File: config.mk
export PLATFORM = sky130hd
export DESIGN_NAME = audio_ser_tx
export DESIGN_NICKNAME = d
export VERILOG_FILES = /design/src/rtl/audio_tx_pkg.sv /design/src/rtl/atx_master_clk.sv /design/src/rtl/atx_slave_edge.sv /design/src/rtl/atx_slot_track.sv /design/src/rtl/atx_shifter.sv /design/src/rtl/audio_ser_tx.sv
export SDC_FILE = /design/constraint.sdc
export NUM_CORES = 1
export LEC_CHECK = 0
export BUFFER_PORTS_ARGS = -buffer_cell sky130_fd_sc_hd__buf_2
export CAP_MARGIN = 20
export CORE_MARGIN = 2
export CORE_UTILIZATION = 40
export CTS_BUF_LIST = sky130_fd_sc_hd__clkbuf_16
export CTS_CLUSTER_DIAMETER = 200
export DETAILED_ROUTE_END_ITERATION = 16
export GPL_ROUTABILITY_DRIVEN = 0
export GPL_TIMING_DRIVEN = 0
export HOLD_SLACK_MARGIN = 0.12
export SLEW_MARGIN = 20
export SYNTH_ARGS = -nofsm -noshare
export SYNTH_HDL_FRONTEND = slang
export SYNTH_SLANG_ARGS = --single-unit
File: constraint.sdc
create_clock -name clk -period 8.1 [get_ports clk]
set_input_delay 0.81 -clock clk [delete_from_list [all_inputs] [get_ports clk]]
set_output_delay 0.81 -clock clk [all_outputs]
set_load 0.02 [all_outputs]
File: src/rtl/audio_tx_pkg.sv
`timescale 1ns/1ps
package audio_tx_pkg;

  localparam int WORD_W = 32;
  localparam int SLOTS  = 32;
  localparam int SLOT_W = $clog2(SLOTS);

  typedef logic [SLOT_W:0] slotx_t;

  localparam logic [1:0] FMT_STD  = 2'b00;
  localparam logic [1:0] FMT_LEFT = 2'b01;
  localparam logic [1:0] FMT_RGT  = 2'b10;
  localparam logic [1:0] FMT_STD2 = 2'b11;

  function automatic slotx_t size_bits(input logic [1:0] sel);
    slotx_t n;
    case (sel)
      2'd0:    n = slotx_t'(16);
      2'd1:    n = slotx_t'(20);
      2'd2:    n = slotx_t'(24);
      default: n = slotx_t'(32);
    endcase
    return n;
  endfunction

  function automatic logic is_std(input logic [1:0] fmt);
    return (fmt == FMT_STD) || (fmt == FMT_STD2);
  endfunction

  // slot that carries the MSB of a word
  function automatic slotx_t first_slot(input logic [1:0] fmt, input logic [1:0] sel);
    slotx_t f;
    if (fmt == FMT_LEFT)     f = '0;
    else if (fmt == FMT_RGT) f = slotx_t'(SLOTS) - size_bits(sel);
    else                     f = slotx_t'(1);
    return f;
  endfunction

  // value of the data line in a given slot of a half
  function automatic logic slot_bit(input logic [WORD_W-1:0] word,
                                    input logic [SLOT_W-1:0] slot,
                                    input logic [1:0]        fmt,
                                    input logic [1:0]        sel,
                                    input logic              carry);
    slotx_t n, f, s, k;
    logic   r;
    n = size_bits(sel);
    f = first_slot(fmt, sel);
    s = {1'b0, slot};
    k = '0;
    r = 1'b0;
    if (is_std(fmt) && (s == '0)) begin
      r = (n == slotx_t'(SLOTS)) ? carry : 1'b0;
    end else if ((s >= f) && ((s - f) < n)) begin
      k = n - (s - f) - slotx_t'(1);
      r = word[k[SLOT_W-1:0]];
    end
    return r;
  endfunction

endpackage

File: src/rtl/atx_master_clk.sv
`timescale 1ns/1ps
module atx_master_clk #(
  parameter int DIV_W = 8
) (
  input  logic             clk,
  input  logic             rst_n,
  input  logic             en,
  input  logic [DIV_W-1:0] half_div,
  output logic             fall_evt,
  output logic             wlvl_next,
  output logic             bclk,
  output logic             wclk
);
  import audio_tx_pkg::*;

  logic [DIV_W-1:0]  cnt_q;
  logic              bclk_q;
  logic              wclk_q;
  logic [SLOT_W-1:0] bit_q;
  logic              term;

  assign term      = en && (cnt_q == half_div);
  assign fall_evt  = term && bclk_q;
  assign wlvl_next = (bit_q == SLOT_W'(SLOTS - 1)) ? ~wclk_q : wclk_q;
  assign bclk      = bclk_q;
  assign wclk      = wclk_q;

  always_ff @(posedge clk) begin
    if (!rst_n) begin
      cnt_q  <= '0;
      bclk_q <= 1'b0;
      wclk_q <= 1'b1;
      bit_q  <= SLOT_W'(SLOTS - 1);
    end else if (!en) begin
      cnt_q <= '0;
    end else if (term) begin
      cnt_q  <= '0;
      bclk_q <= ~bclk_q;
      if (bclk_q) begin
        bit_q  <= bit_q + SLOT_W'(1);
        wclk_q <= wlvl_next;
      end
    end else begin
      cnt_q <= cnt_q + DIV_W'(1);
    end
  end


  wclk_hold_chk: assert property (@(posedge clk) disable iff (!rst_n)
    !fall_evt |=> $stable(wclk_q));

endmodule

File: src/rtl/atx_slave_edge.sv
`timescale 1ns/1ps
module atx_slave_edge #(
  parameter int STAGES = 2
) (
  input  logic clk,
  input  logic rst_n,
  input  logic en,
  input  logic bclk_in,
  input  logic wclk_in,
  output logic fall_evt,
  output logic wlvl
);
  logic [STAGES-1:0] b_sync;
  logic [STAGES-1:0] w_sync;
  logic              b_last;

  always_ff @(posedge clk) begin
    if (!rst_n) begin
      b_sync <= '0;
      w_sync <= {STAGES{1'b1}};
      b_last <= 1'b0;
    end else begin
      b_sync <= {b_sync[STAGES-2:0], bclk_in};
      w_sync <= {w_sync[STAGES-2:0], wclk_in};
      b_last <= b_sync[STAGES-1];
    end
  end

  assign fall_evt = en && b_last && !b_sync[STAGES-1];
  assign wlvl     = w_sync[STAGES-1];

endmodule

File: src/rtl/atx_slot_track.sv
`timescale 1ns/1ps
module atx_slot_track (
  input  logic                            clk,
  input  logic                            rst_n,
  input  logic                            fall_evt,
  input  logic                            wlvl,
  output logic [audio_tx_pkg::SLOT_W-1:0] slot_nx,
  output logic                            start_left
);
  import audio_tx_pkg::*;

  logic [SLOT_W-1:0] slot_q;
  logic              lvl_q;
  logic              half_edge;

  assign half_edge  = fall_evt && (wlvl != lvl_q);
  assign slot_nx    = half_edge ? '0 : slot_q + SLOT_W'(1);
  assign start_left = half_edge && !wlvl;

  always_ff @(posedge clk) begin
    if (!rst_n) begin
      slot_q <= SLOT_W'(SLOTS - 1);
      lvl_q  <= 1'b1;
    end else if (fall_evt) begin
      slot_q <= slot_nx;
      lvl_q  <= wlvl;
    end
  end

endmodule

File: src/rtl/atx_shifter.sv
`timescale 1ns/1ps
module atx_shifter (
  input  logic                            clk,
  input  logic                            rst_n,
  input  logic                            fall_evt,
  input  logic                            start_left,
  input  logic [audio_tx_pkg::SLOT_W-1:0] slot_nx,
  input  logic                            lvl_nx,
  input  logic [1:0]                      fmt_sel,
  input  logic [1:0]                      size_sel,
  input  logic [audio_tx_pkg::WORD_W-1:0] smp_left,
  input  logic [audio_tx_pkg::WORD_W-1:0] smp_right,
  input  logic                            smp_valid,
  output logic                            sdata,
  output logic                            underrun
);
  import audio_tx_pkg::*;

  logic [WORD_W-1:0] left_q, right_q;
  logic [WORD_W-1:0] left_use, right_use, word;
  logic              carry;

  always_comb begin
    left_use  = left_q;
    right_use = right_q;
    if (start_left) begin
      left_use  = smp_valid ? smp_left  : '0;
      right_use = smp_valid ? smp_right : '0;
    end
    word  = lvl_nx ? right_use : left_use;
    // spill-over bit for the standard format at full size
    carry = lvl_nx ? left_use[0] : right_q[0];
  end

  always_ff @(posedge clk) begin
    if (!rst_n) begin
      left_q   <= '0;
      right_q  <= '0;
      sdata    <= 1'b0;
      underrun <= 1'b0;
    end else begin
      if (start_left) begin
        left_q  <= left_use;
        right_q <= right_use;
        if (!smp_valid) underrun <= 1'b1;
      end
      if (fall_evt) sdata <= slot_bit(word, slot_nx, fmt_sel, size_sel, carry);
    end
  end


  sdata_stable_chk: assert property (@(posedge clk) disable iff (!rst_n)
    !fall_evt |=> $stable(sdata));


  underrun_sticky_chk: assert property (@(posedge clk) disable iff (!rst_n)
    underrun |=> underrun);


  underrun_set_chk: assert property (@(posedge clk) disable iff (!rst_n)
    (start_left && !smp_valid) |=> underrun);

endmodule

File: src/rtl/audio_ser_tx.sv
`timescale 1ns/1ps
module audio_ser_tx #(
  parameter int DIV_W       = 8,
  parameter int SYNC_STAGES = 2
) (
  input  logic                            clk,
  input  logic                            rst_n,
  input  logic [audio_tx_pkg::WORD_W-1:0] smp_left,
  input  logic [audio_tx_pkg::WORD_W-1:0] smp_right,
  input  logic                            smp_valid,
  output logic                            smp_ready,
  input  logic [1:0]                      fmt_sel,
  input  logic [1:0]                      size_sel,
  input  logic                            is_master,
  input  logic [DIV_W-1:0]                half_div,
  input  logic                            bclk_in,
  input  logic                            wclk_in,
  output logic                            bclk_o,
  output logic                            wclk_o,
  output logic                            clk_oe,
  output logic                            sdata,
  output logic                            underrun
);
  import audio_tx_pkg::*;

  logic              m_fall, m_wlvl, m_bclk, m_wclk;
  logic              s_fall, s_wlvl;
  logic              fall_evt, wlvl;
  logic [SLOT_W-1:0] slot_nx;
  logic              start_left;

  atx_master_clk #(.DIV_W(DIV_W)) u_mclk (
    .clk(clk), .rst_n(rst_n), .en(is_master), .half_div(half_div),
    .fall_evt(m_fall), .wlvl_next(m_wlvl), .bclk(m_bclk), .wclk(m_wclk)
  );

  atx_slave_edge #(.STAGES(SYNC_STAGES)) u_sedge (
    .clk(clk), .rst_n(rst_n), .en(!is_master), .bclk_in(bclk_in),
    .wclk_in(wclk_in), .fall_evt(s_fall), .wlvl(s_wlvl)
  );

  assign fall_evt = is_master ? m_fall : s_fall;
  assign wlvl     = is_master ? m_wlvl : s_wlvl;

  atx_slot_track u_track (
    .clk(clk), .rst_n(rst_n), .fall_evt(fall_evt), .wlvl(wlvl),
    .slot_nx(slot_nx), .start_left(start_left)
  );

  atx_shifter u_shift (
    .clk(clk), .rst_n(rst_n), .fall_evt(fall_evt), .start_left(start_left),
    .slot_nx(slot_nx), .lvl_nx(wlvl), .fmt_sel(fmt_sel), .size_sel(size_sel),
    .smp_left(smp_left), .smp_right(smp_right), .smp_valid(smp_valid),
    .sdata(sdata), .underrun(underrun)
  );

  assign smp_ready = start_left;
  assign bclk_o    = is_master & m_bclk;
  assign wclk_o    = is_master & m_wclk;
  assign clk_oe    = is_master;


  ready_pulse_chk: assert property (@(posedge clk) disable iff (!rst_n)
    smp_ready |=> !smp_ready);

endmodule

### Word level (Yosys, flattened, before mapping)

Index checks and enable logic that the tools add are counted.

| operators by class | value |
|---|---|
| add/sub/neg operators | 7 |
| $lt $le $gt $ge | 3 |
| eq/ne operators | 9 |
| muxes and demuxes | 26 |
| bitwise logic cells | 7 |
| reduce and logical (&&, ||, !) cells | 19 |

Operator list:

| kind | count |
|---|---|
| $mux W32 | 5 |
| $mux W6 | 10 |
| $pmux W6 S3 | 1 |
| $add A5 B1 Y5 const B | 2 |
| $add A8 B1 Y8 const B | 1 |
| $eq A8 B8 Y1 | 1 |
| $logic_and A1 B1 Y1 | 8 |
| $mux W1 | 8 |
| $eq A2 B2 Y1 const B | 3 |
| $eq A6 B6 Y1 const B | 1 |
| $ge A5 B6 Y1 | 1 |
| $lt A5 B6 Y1 const B | 1 |
| $lt A6 B6 Y1 | 1 |
| $sub A5 B6 Y6 | 1 |
| $sub A6 B6 Y6 const A | 1 |
| $bmux W1 S5 | 1 |
| $eq A5 B5 Y1 const B | 1 |
| $logic_not A5 Y1 | 1 |
| $mux W5 | 1 |
| $not A1 Y1 | 5 |
| $sub A5 B1 Y5 const B | 1 |
| $sub A5 B5 Y5 | 1 |
| $eq A2 B1 Y1 const B | 2 |
| $logic_not A2 Y1 | 2 |
| other kinds (7) | 11 |

| word-level totals | value |
|---|---|
| bits in registers | 92 |
| input bits | 82 |
| output and inout bits | 6 |
| logic and storage cells | 84 |

### Depth between registers and ports, before layout

Gate-level depths: netlist (run 1).

| depth | value |
|---|---|
| depth in word-level cells | 18 |
| depth in mapped cells | 21 |

### By module

From an unflattened synthesis (run 1), not the netlist that was laid out.

| unflattened totals | value |
|---|---|
| cells, all modules | 536 |
| area, all modules | 4978.5 sq um |

Modules (own cells, without submodules):

| module | times used | cells each | area each (sq um) | sequential area each (sq um) |
|---|---|---|---|---|
| atx_shifter | 1 | 391 | 3508.4 | 1321.3 |
| atx_master_clk | 1 | 85 | 925.9 | 300.3 |
| atx_slot_track | 1 | 43 | 354.1 | 120.1 |
| atx_slave_edge | 1 | 11 | 141.4 | 100.1 |
| audio_ser_tx | 1 | 6 | 48.8 | 0.0 |

### Least setup slack after synthesis (run 1)

Ideal clock, no wire load.

| timing path | value |
|---|---|
| path kind | flip-flop to flip-flop |
| start | reg u_mclk.bit_q[0] |
| end | reg u_shift.sdata |
| library setup time | 103 ps |
| data arrival time | 4344 ps |
| required time | 7997 ps |
| setup slack | 3653 ps |
| stages on the path, launching flop included | 19 |
| cells stage by stage | dfxtp_1 ha_1 and3_1 ha_1 xnor2_1 a21o_1 buf_6 xnor2_1 o21a_1 or2_2 ha_1 ha_1 xor2_1 ha_1 inv_1 fa_1 or4_1 and4_1 a2111oi_2 |

| between the ends | value |
|---|---|
| longest elaborated chain between the ends | 13 |

RTL lines:

| item | RTL line | source |
|---|---|---|
| from (decl) | atx_master_clk.sv:19 | `logic [SLOT_W-1:0] bit_q;` |
| from (signal assigned) | atx_master_clk.sv:33 | `bit_q <= SLOT_W'(SLOTS - 1);` |
| from (signal assigned) | atx_master_clk.sv:40 | `bit_q <= bit_q + SLOT_W'(1);` |
| $eq A5 B5 Y1 * | atx_master_clk.sv:24 | `assign wlvl_next = (bit_q == SLOT_W'(SLOTS - 1)) ? ~wclk_q : wclk_q;` |
| $mux W1 * | atx_master_clk.sv:24 |  |
| $mux W1 * | audio_ser_tx.sv:43 | `assign wlvl = is_master ? m_wlvl : s_wlvl;` |
| $ne A1 B1 Y1 | atx_slot_track.sv:16 | `assign half_edge = fall_evt && (wlvl != lvl_q);` |
| $logic_and A1 B1 Y1 | atx_slot_track.sv:16 |  |
| $mux W5 | atx_slot_track.sv:17 | `assign slot_nx = half_edge ? '0 : slot_q + SLOT_W'(1);` |
| $sub A5 B6 Y6 | audio_tx_pkg.sv:54 | `end else if ((s >= f) && ((s - f) < n)) begin` |
| $sub A5 B5 Y5 | audio_tx_pkg.sv:55 | `k = n - (s - f) - slotx_t'(1);` |
| $sub A5 B1 Y5 | audio_tx_pkg.sv:55 |  |
| $bmux W1 S5 | audio_tx_pkg.sv:56 | `r = word[k[SLOT_W-1:0]];` |
| $mux W1 (implied by the code) | audio_tx_pkg.sv:56 |  |
| $mux W1 | audio_tx_pkg.sv:54 |  |
| $mux W1 * | audio_tx_pkg.sv:52 | `if (is_std(fmt) && (s == '0)) begin` |
| to (signal assigned) | atx_shifter.sv:47 | `if (fall_evt) sdata <= slot_bit(word, slot_nx, fmt_sel, size_sel, carry);` |
| to (decl) | atx_shifter.sv:14 | `output logic sdata,` |

Every way passes the cells marked *; elsewhere a longest branch is shown, timed or not. The select of a mux whose other input is x is not followed.
A chain may end at the register's enable or synchronous reset.

### Worst setup path in the final report (run 1)

Same ends and word-level chain as after synthesis.

==> out/qor.txt, run 1 <==
Arithmetic-cell share of the synthesized area counting full adders, half adders and majority gates: 5.08%
CP max-delay cell: xnor2_1
Kind of launch point of the worst setup path: flip-flop
Arrival @ worst endpoint: 6.07 ns
Portion of netlist area occupied by mux cells: 2.72%
Max Clock Skew: 0.00888 ns
Worst Path Required: 8.36 ns
Final period util: 71.8%
X dimension of the die: 122 µm
Cell variety after synth: 63
Total overflow reported by the global router: 0
Run status: finished clean
Synthesized cell area: 5560 µm²
Core box area: 13700 µm²
Critical path type: reg2reg
Setup fix buffers added after clock tree synthesis: 0
FF+latch count, synth: 92
Post-synthesis to final-layout area growth: 16.8%
H-tree depth: 3
Power per cell area: 165 nW/µm²
Maximum cell stage delay along the critical path: 0.54 ns
# diodes: 0
Fin Setup TNS: 0 ns
Biggest area contributors in the synthesized netlist: dfxtp_1 33%, nand2_1 7.6%, a21boi_0 7.2%
Layout cell share with drive strength beyond 1: 14.8%
Post-cts hold buffer count: 0
Detail Route Antenna Nets: 0
Library cell occupying the most area in the post-synthesis netlist: dfxtp_1
Maximum buffer depth of the clock tree: 2
Layout Utilization: 47.4%
Final hold violation count: 0
Die footprint: 14900 µm²
Clock Latency Late Sink: 0.36 ns
Average wire per cell in the routed design: 18.1 µm
Effective utilization at floorplan: 40.6%
Launching instance or port of the critical path: u_mclk.bit_q[0]$_SDFFE_PN1P_
All-layer global routing usage: 24.6%
Max-slew violation count: 0
Top cell type's share of synthesized area: 33.1%
Setup ws final: 2.29 ns
Slew margin rel.: 50.0%
Max FO, Critical Path: 10
Pre-Repair DR Iteration Count: 6
Worst setup slack after placement: 2.42 ns
Resized cells post-CTS: 0
Std-Cell Rows: 43
Maximum number of pins on one net before global-route repair: 15
Synth Area in Simple Gates: 27.1%
Post-synthesis async set-or-reset flop share: 0%
Clock buffers created by TritonCTS: 9
Leakage: 2.46 nW
CTS tree: yes
Worst flop-to-flop path startpoint: u_mclk.bit_q[0]$_SDFFE_PN1P_
Filler cell count: 1411
Critical Path, Cell by Cell: ha_1 > and3_1 > ha_1 > xnor2_1 > a21o_1 > buf_6 > xnor2_1 > o21a_1 > or2_2 > ha_1 > ha_1 > clkbuf_1 > clkbuf_1 > o21ai_0 > o311ai_1 > o311ai_0 > and4_1 > a2111oi_2
# clock sinks: 92
Largest family of logic cells by synthesized area: simple AND/OR/NAND/NOR gates
Min-delay src: u_sedge.w_sync[0]$_SDFF_PN1_
Global-route wire length before repair: 28200 µm
Kind of end point of the critical path: flip-flop
Sequential-to-total area share from yosys stat: 33.1%
Syn Nets: 812
Yosys warnings: 0
Via Count: 5715
Gate count after technology mapping: 708
Via count of the first global-routing pass: 5376
Hold path depth: 1
Routed vias/inst: 5.78
Worst hold-check path type: reg2reg
Number of nets in the finished design: 908
Number of buffers added on ports: 85
IO Count: 88
Cell mode on critical path: ha_1
Die height: 122 µm
Worst Max-Slew Pin Slew: 0.750 ns
Number of synthesized flops with an enable pin: 0
WL final: 17900 µm
Highest clock frequency the design can meet: 172 MHz
Total DRC errors in the routed layout: 0
Number of DRC violations after detailed-routing iteration 0: 554
Worst-case reg-to-reg path depth: 18
Final min period: 5.81 ns
Count of maximum capacitance violations: 0
Clock root buffer: clkbuf_16
Worst IR drop on VDD: 0.0859 mV
Complex-gate fraction of the synthesized area: 23.2%
HPWL Detailed: 13500 µm
Mapped Avg Cell Area: 7.86 µm²
Antenna violations before repair: 0
Clock Pin Slew Worst Setup and Hold Paths: 0.06 ns
Post-Synth XOR/XNOR Area: 3.78%
Post-synth top flop: dfxtp_1
Number of endpoints failing setup at the final stage: 0
RSZ-0062 raised after global routing: no
## critical path: cells and delay by family (launching register included)
family	cells	cell delay [ns]
and+or+nand+nor	3	0.72
adders and majority gates	4	1.08
xor gates and xnor gates	2	0.71
buffers and inverters	3	1.15
AOI/OAI and AO/OA	6	1.72
DFF	1	0.33
## routing by layer
metal	vias up	global-route usage, %	routed length [µm]	share of wire, %
li1	2723	-	-	-
met1	2714	34.0	8030	45
met2	241	37.5	7900	44
met3	37	4.63	1430	8.0
met4	0	10.7	531	3.0
met5	-	0	0	0
## flip-flops by register name, indices dropped and copies added, names as in the netlist
signal,flops
u_shift.underrun,1
u_sedge.b_last,1
u_track.lvl_q,1
u_shift.right_q,32
u_mclk.bit_q,5
u_sedge.w_sync,2
u_sedge.b_sync,2
u_mclk.bclk,1
u_mclk.wclk,1
u_mclk.cnt_q,8
u_shift.sdata,1
u_shift.left_q,32
u_track.slot_q,5
## metrics by stage
| stage | power, mW | hold WS (ns) | std cells | area, µm² |
|---|---|---|---|---|
| floorplan | 0.592 | 0.386 | 708 | 5560 |
| global route | 1.11 | 0.418 | 989 | 6500 |
| global placement | 0.659 | 0.389 | 973 | 6210 |
| detailed placement | 0.663 | 0.398 | 973 | 6210 |
| CTS | 1.07 | 0.411 | 989 | 6500 |
| finish | 1.07 | 0.405 | 989 | 6500 |
## layout by cell type, fill, tap and decap left out, drive strengths merged, types with 8 or more instances in the layout
cell	synthesis	final
nor2	35	35
a21oi	27	27
o21ai	31	31
nand2	113	113
nor3	15	15
inv	16	17
nand2b	12	12
xor2	10	10
a21boi	53	53
and3	10	10
buf	13	98
ha	21	21
dfxtp	92	92
clkbuf	39	48
a22oi	9	9
xnor2	14	14
and2	10	10
a311oi	8	8
nand3	69	69
nor2b	23	23
## where the power goes
part | switching, mW | total (mW) | leakage [nW] | internal, mW
clock network | 0.178 | 0.413 | 0.143 | 0.235
logic | 0.121 | 0.201 | 1.58 | 0.0802
registers | 0.00296 | 0.458 | 0.743 | 0.455
total | 0.302 | 1.07 | 2.46 | 0.770
## cell usage after synthesis, types with 5 or more instances
library cell,number
o311ai_0,6
nor2_1,35
nand2b_1,12
a211oi_1,5
buf_2,5
o21ai_0,29
nand2_1,113
clkbuf_1,39
inv_1,15
a21boi_0,53
a311oi_1,8
mux2i_1,5
buf_1,5
and2_1,10
xnor2_1,14
nor2b_1,23
a31oi_1,5
xor2_1,10
and3_1,10
a22oi_1,9
nand4_1,5
a21oi_1,27
dfxtp_1,92
ha_1,21
nand3_1,69
nor3_1,15
## path summary, 6_finish.rpt
check	to	slack [ns]
max	u_shift.sdata$_SDFFE_PN0P_	2.29
min	u_sedge.w_sync[1]$_SDFF_PN1_	0.41
max reg2reg	u_shift.sdata$_SDFFE_PN0P_	2.29
min reg2reg	u_sedge.w_sync[1]$_SDFF_PN1_	0.41
## cells by family after synthesis
family                     count (synthesis)
AOI/OAI and AO/OA                        179
xor gates and xnor gates                  24
adders and majority gates                 22
buffers and inverters                     68
DFF                                       92
muxes                                     10
and+or+nand+nor                          313
## area by class of cell
type                            instances  area, µm²  share of cell area [%]
Clock buffer                            9        225                    3.47
Buffer                                 52        220                    3.39
Sequential cell                        92       1840                    28.3
Timing Repair Buffer                   85        425                    6.55
Inverter                               16       60.1                   0.924
Tap cell                              180        225                    3.47
Clock inverter                          7       58.8                   0.905
Multi-Input combinational cell        548       3440                    53.0
(Power assumes the default switching activity.)
==> run 2, diff against run 1 <==
Clock period 8.1 ns to 5.43 ns, I/O delays scaled along.
==> out/qor.txt, run 2 (synthesis results as in run 1) <==
Run status: finished clean
Total DRC errors in the routed layout: 0 (unchanged)
Number of buffers added on ports: 85 (unchanged)
WL final: 17900 µm (+0.26%)
Worst setup slack after placement: -0.251 ns (-2.67 ns)
Highest clock frequency the design can meet: 190 MHz (+11%)
Std-Cell Rows: 43 (unchanged)
Worst Path Required: 5.69 ns (-2.67 ns)
Max-slew violation count: 0 (unchanged)
CTS tree: yes
Clock Latency Late Sink: 0.36 ns (about the same)
Commonest non-fill, non-tap cells in the layout: 113 x nand2_1, 92 x dfxtp_1, 90 x buf_2
Final min period: 5.25 ns (-0.563 ns)
Number of DRC violations after detailed-routing iteration 0: 570 (+2.9%)
Antenna violations before repair: 0 (unchanged)
Final period util: 96.7% (+25 points)
Clock root buffer: clkbuf_16
IO Count: 88 (unchanged)
Area occupied by multi-input gates: 3450 µm² (+0.22%)
Setup ws final: 0.179 ns (-2.11 ns)
Average wire per cell in the routed design: 18.1 µm (+0.26%)
Most common cell after layout, fill and taps aside: nand2_1
Clock buffers created by TritonCTS: 9 (unchanged)
RSZ-0062 raised after global routing: no
Slew margin rel.: 51.1% (+1.1 points)
X dimension of the die: 122 µm (unchanged)
Non-filler instance count after layout: 989 (unchanged)
Layout cell share with drive strength beyond 1: 15.6% (+0.74 points)
Regs by FF count: u_shift.left_q: 32 flops, u_shift.right_q: 32 flops, u_mclk.cnt_q: 8 flops
Max Clock Skew: 0.0105 ns (+0.00160 ns)
Total overflow reported by the global router: 0 (unchanged)
Number of nets in the finished design: 908 (unchanged)
Effective utilization at floorplan: 40.6% (unchanged)
Kind of launch point of the worst setup path: flip-flop
Global-route wire length before repair: 28200 µm (about the same)
Core box area: 13700 µm² (unchanged)
Storage element area: 1840 µm² (unchanged)
Via count of the first global-routing pass: 5385 (+0.17%)
Fin Setup TNS: 0 ns (unchanged)
Post-synthesis to final-layout area growth: 17.0%
Final hold violation count: 0 (unchanged)
Detail Route Antenna Nets: 0 (unchanged)
All-layer global routing usage: 24.7% (+0.030 points)
Power per cell area: 246 nW/µm² (+49%)
Die height: 122 µm (unchanged)
Critical path type: reg2reg
Maximum number of pins on one net before global-route repair: 15 (unchanged)
Via Count: 5751 (+0.63%)
# clock sinks: 92 (unchanged)
Count of maximum capacitance violations: 0 (unchanged)
Clock Pin Slew Worst Setup and Hold Paths: 0.07 ns (about the same)
HPWL Detailed: 13500 µm (unchanged)
Worst Max-Slew Pin Slew: 0.733 ns (-0.0167 ns)
Routed vias/inst: 5.81 (+0.63%)
Layout Utilization: 47.5% (+0.10 points)
Setup fix buffers added after clock tree synthesis: 0 (unchanged)
Kind of end point of the critical path: flip-flop
Number of endpoints failing setup at the final stage: 0 (unchanged)
Total power consumption of the routed design: 1.60 mW (+49%)
Worst IR drop on VDD: 0.129 mV (+50%)
H-tree depth: 3 (unchanged)
Max FO, Critical Path: 10 (unchanged)
Maximum buffer depth of the clock tree: 2 (unchanged)
Arrival @ worst endpoint: 5.51 ns (-0.56 ns)
Filler cell count: 1408 (-0.21%)
Leakage: 2.48 nW (+0.78%)
# diodes: 0 (unchanged)
Pre-Repair DR Iteration Count: 5 (-1)
# placed instances: 973 (unchanged)
Die footprint: 14900 µm² (unchanged)
Worst hold-check path type: in2reg
==> run 2: changes by cell type in the layout (fill, tap and decap cells not counted), sizes merged <==
cell and change:
buf -1, clkbuf +1
==> run 2: layout make-up <==
| type | count | area share [%] |
|---|---|---|
| clock buffer | 9 | 3.46 |
| inverter | 16 | 0.922 |
| buffer | 52 | 3.48 |
| timing repair buffer | 85 | 6.53 |
| tap | 180 | 3.46 |
| sequential | 92 | 28.3 |
| multi-input combinational | 548 | 53.0 |
| clock inverter | 7 | 0.903 |
==> run 2: worst paths after layout <==
kind | start | endpoint | slack, ns | cells past startpoint
worst min-delay path | wclk_in | u_sedge.w_sync[0]$_SDFF_PN1_ | 0.37 | 2
worst min register to register | u_sedge.w_sync[0]$_SDFF_PN1_ | u_sedge.w_sync[1]$_SDFF_PN1_ | 0.41 | 1
worst max register to register | u_mclk.bit_q[0]$_SDFFE_PN1P_ | u_shift.sdata$_SDFFE_PN0P_ | 0.18 | 18
worst max-delay path | u_mclk.bit_q[0]$_SDFFE_PN1P_ | u_shift.sdata$_SDFFE_PN0P_ | 0.18 | 18
==> run 2: repair_timing <==
action                     CTS  global route
setup endpoints to repair    1             1
pin swaps                    0             0
hold buffers                 0             0
resized for setup            2             7
==> run 2: critical path: stages (launching register included) <==
cell	delay (ns)
dfxtp_1	0.33
ha_1	0.23
and3_1	0.20
ha_1	0.23
xnor2_2	0.36
a21o_1	0.19
buf_6	0.15
xnor2_1	0.17
o21a_1	0.23
or2_2	0.29
ha_1	0.23
ha_1	0.40
clkbuf_2	0.31
clkbuf_2	0.35
o21ai_0	0.16
o311ai_1	0.51
o311ai_0	0.23
and4_1	0.23
a2111oi_2	0.34
==> run 2: stage by stage <==
stage               hold WS, ns  area, µm²
detailed placement        0.398       6210
global route              0.368       6510
global placement          0.389       6210
finish                    0.370       6510
CTS                       0.363       6510
floorplan                 0.386       5560
==> run 2: per-layer routing <==
layer | track usage (%) | vias to the layer above | part of all wire, %
met5 | 0 | - | 0
met3 | 4.63 | 37 | 8.2
met1 | 34.1 | 2747 | 45
met4 | 10.7 | 0 | 2.6
met2 | 37.5 | 246 | 44
li1 | - | 2721 | -
==> run 2: where the power goes <==
group | switching (mW) | internal, mW | leakage (nW)
sequential | 0.00448 | 0.678 | 0.743
combinational | 0.180 | 0.121 | 1.59
clock | 0.266 | 0.350 | 0.143
total | 0.451 | 1.15 | 2.48
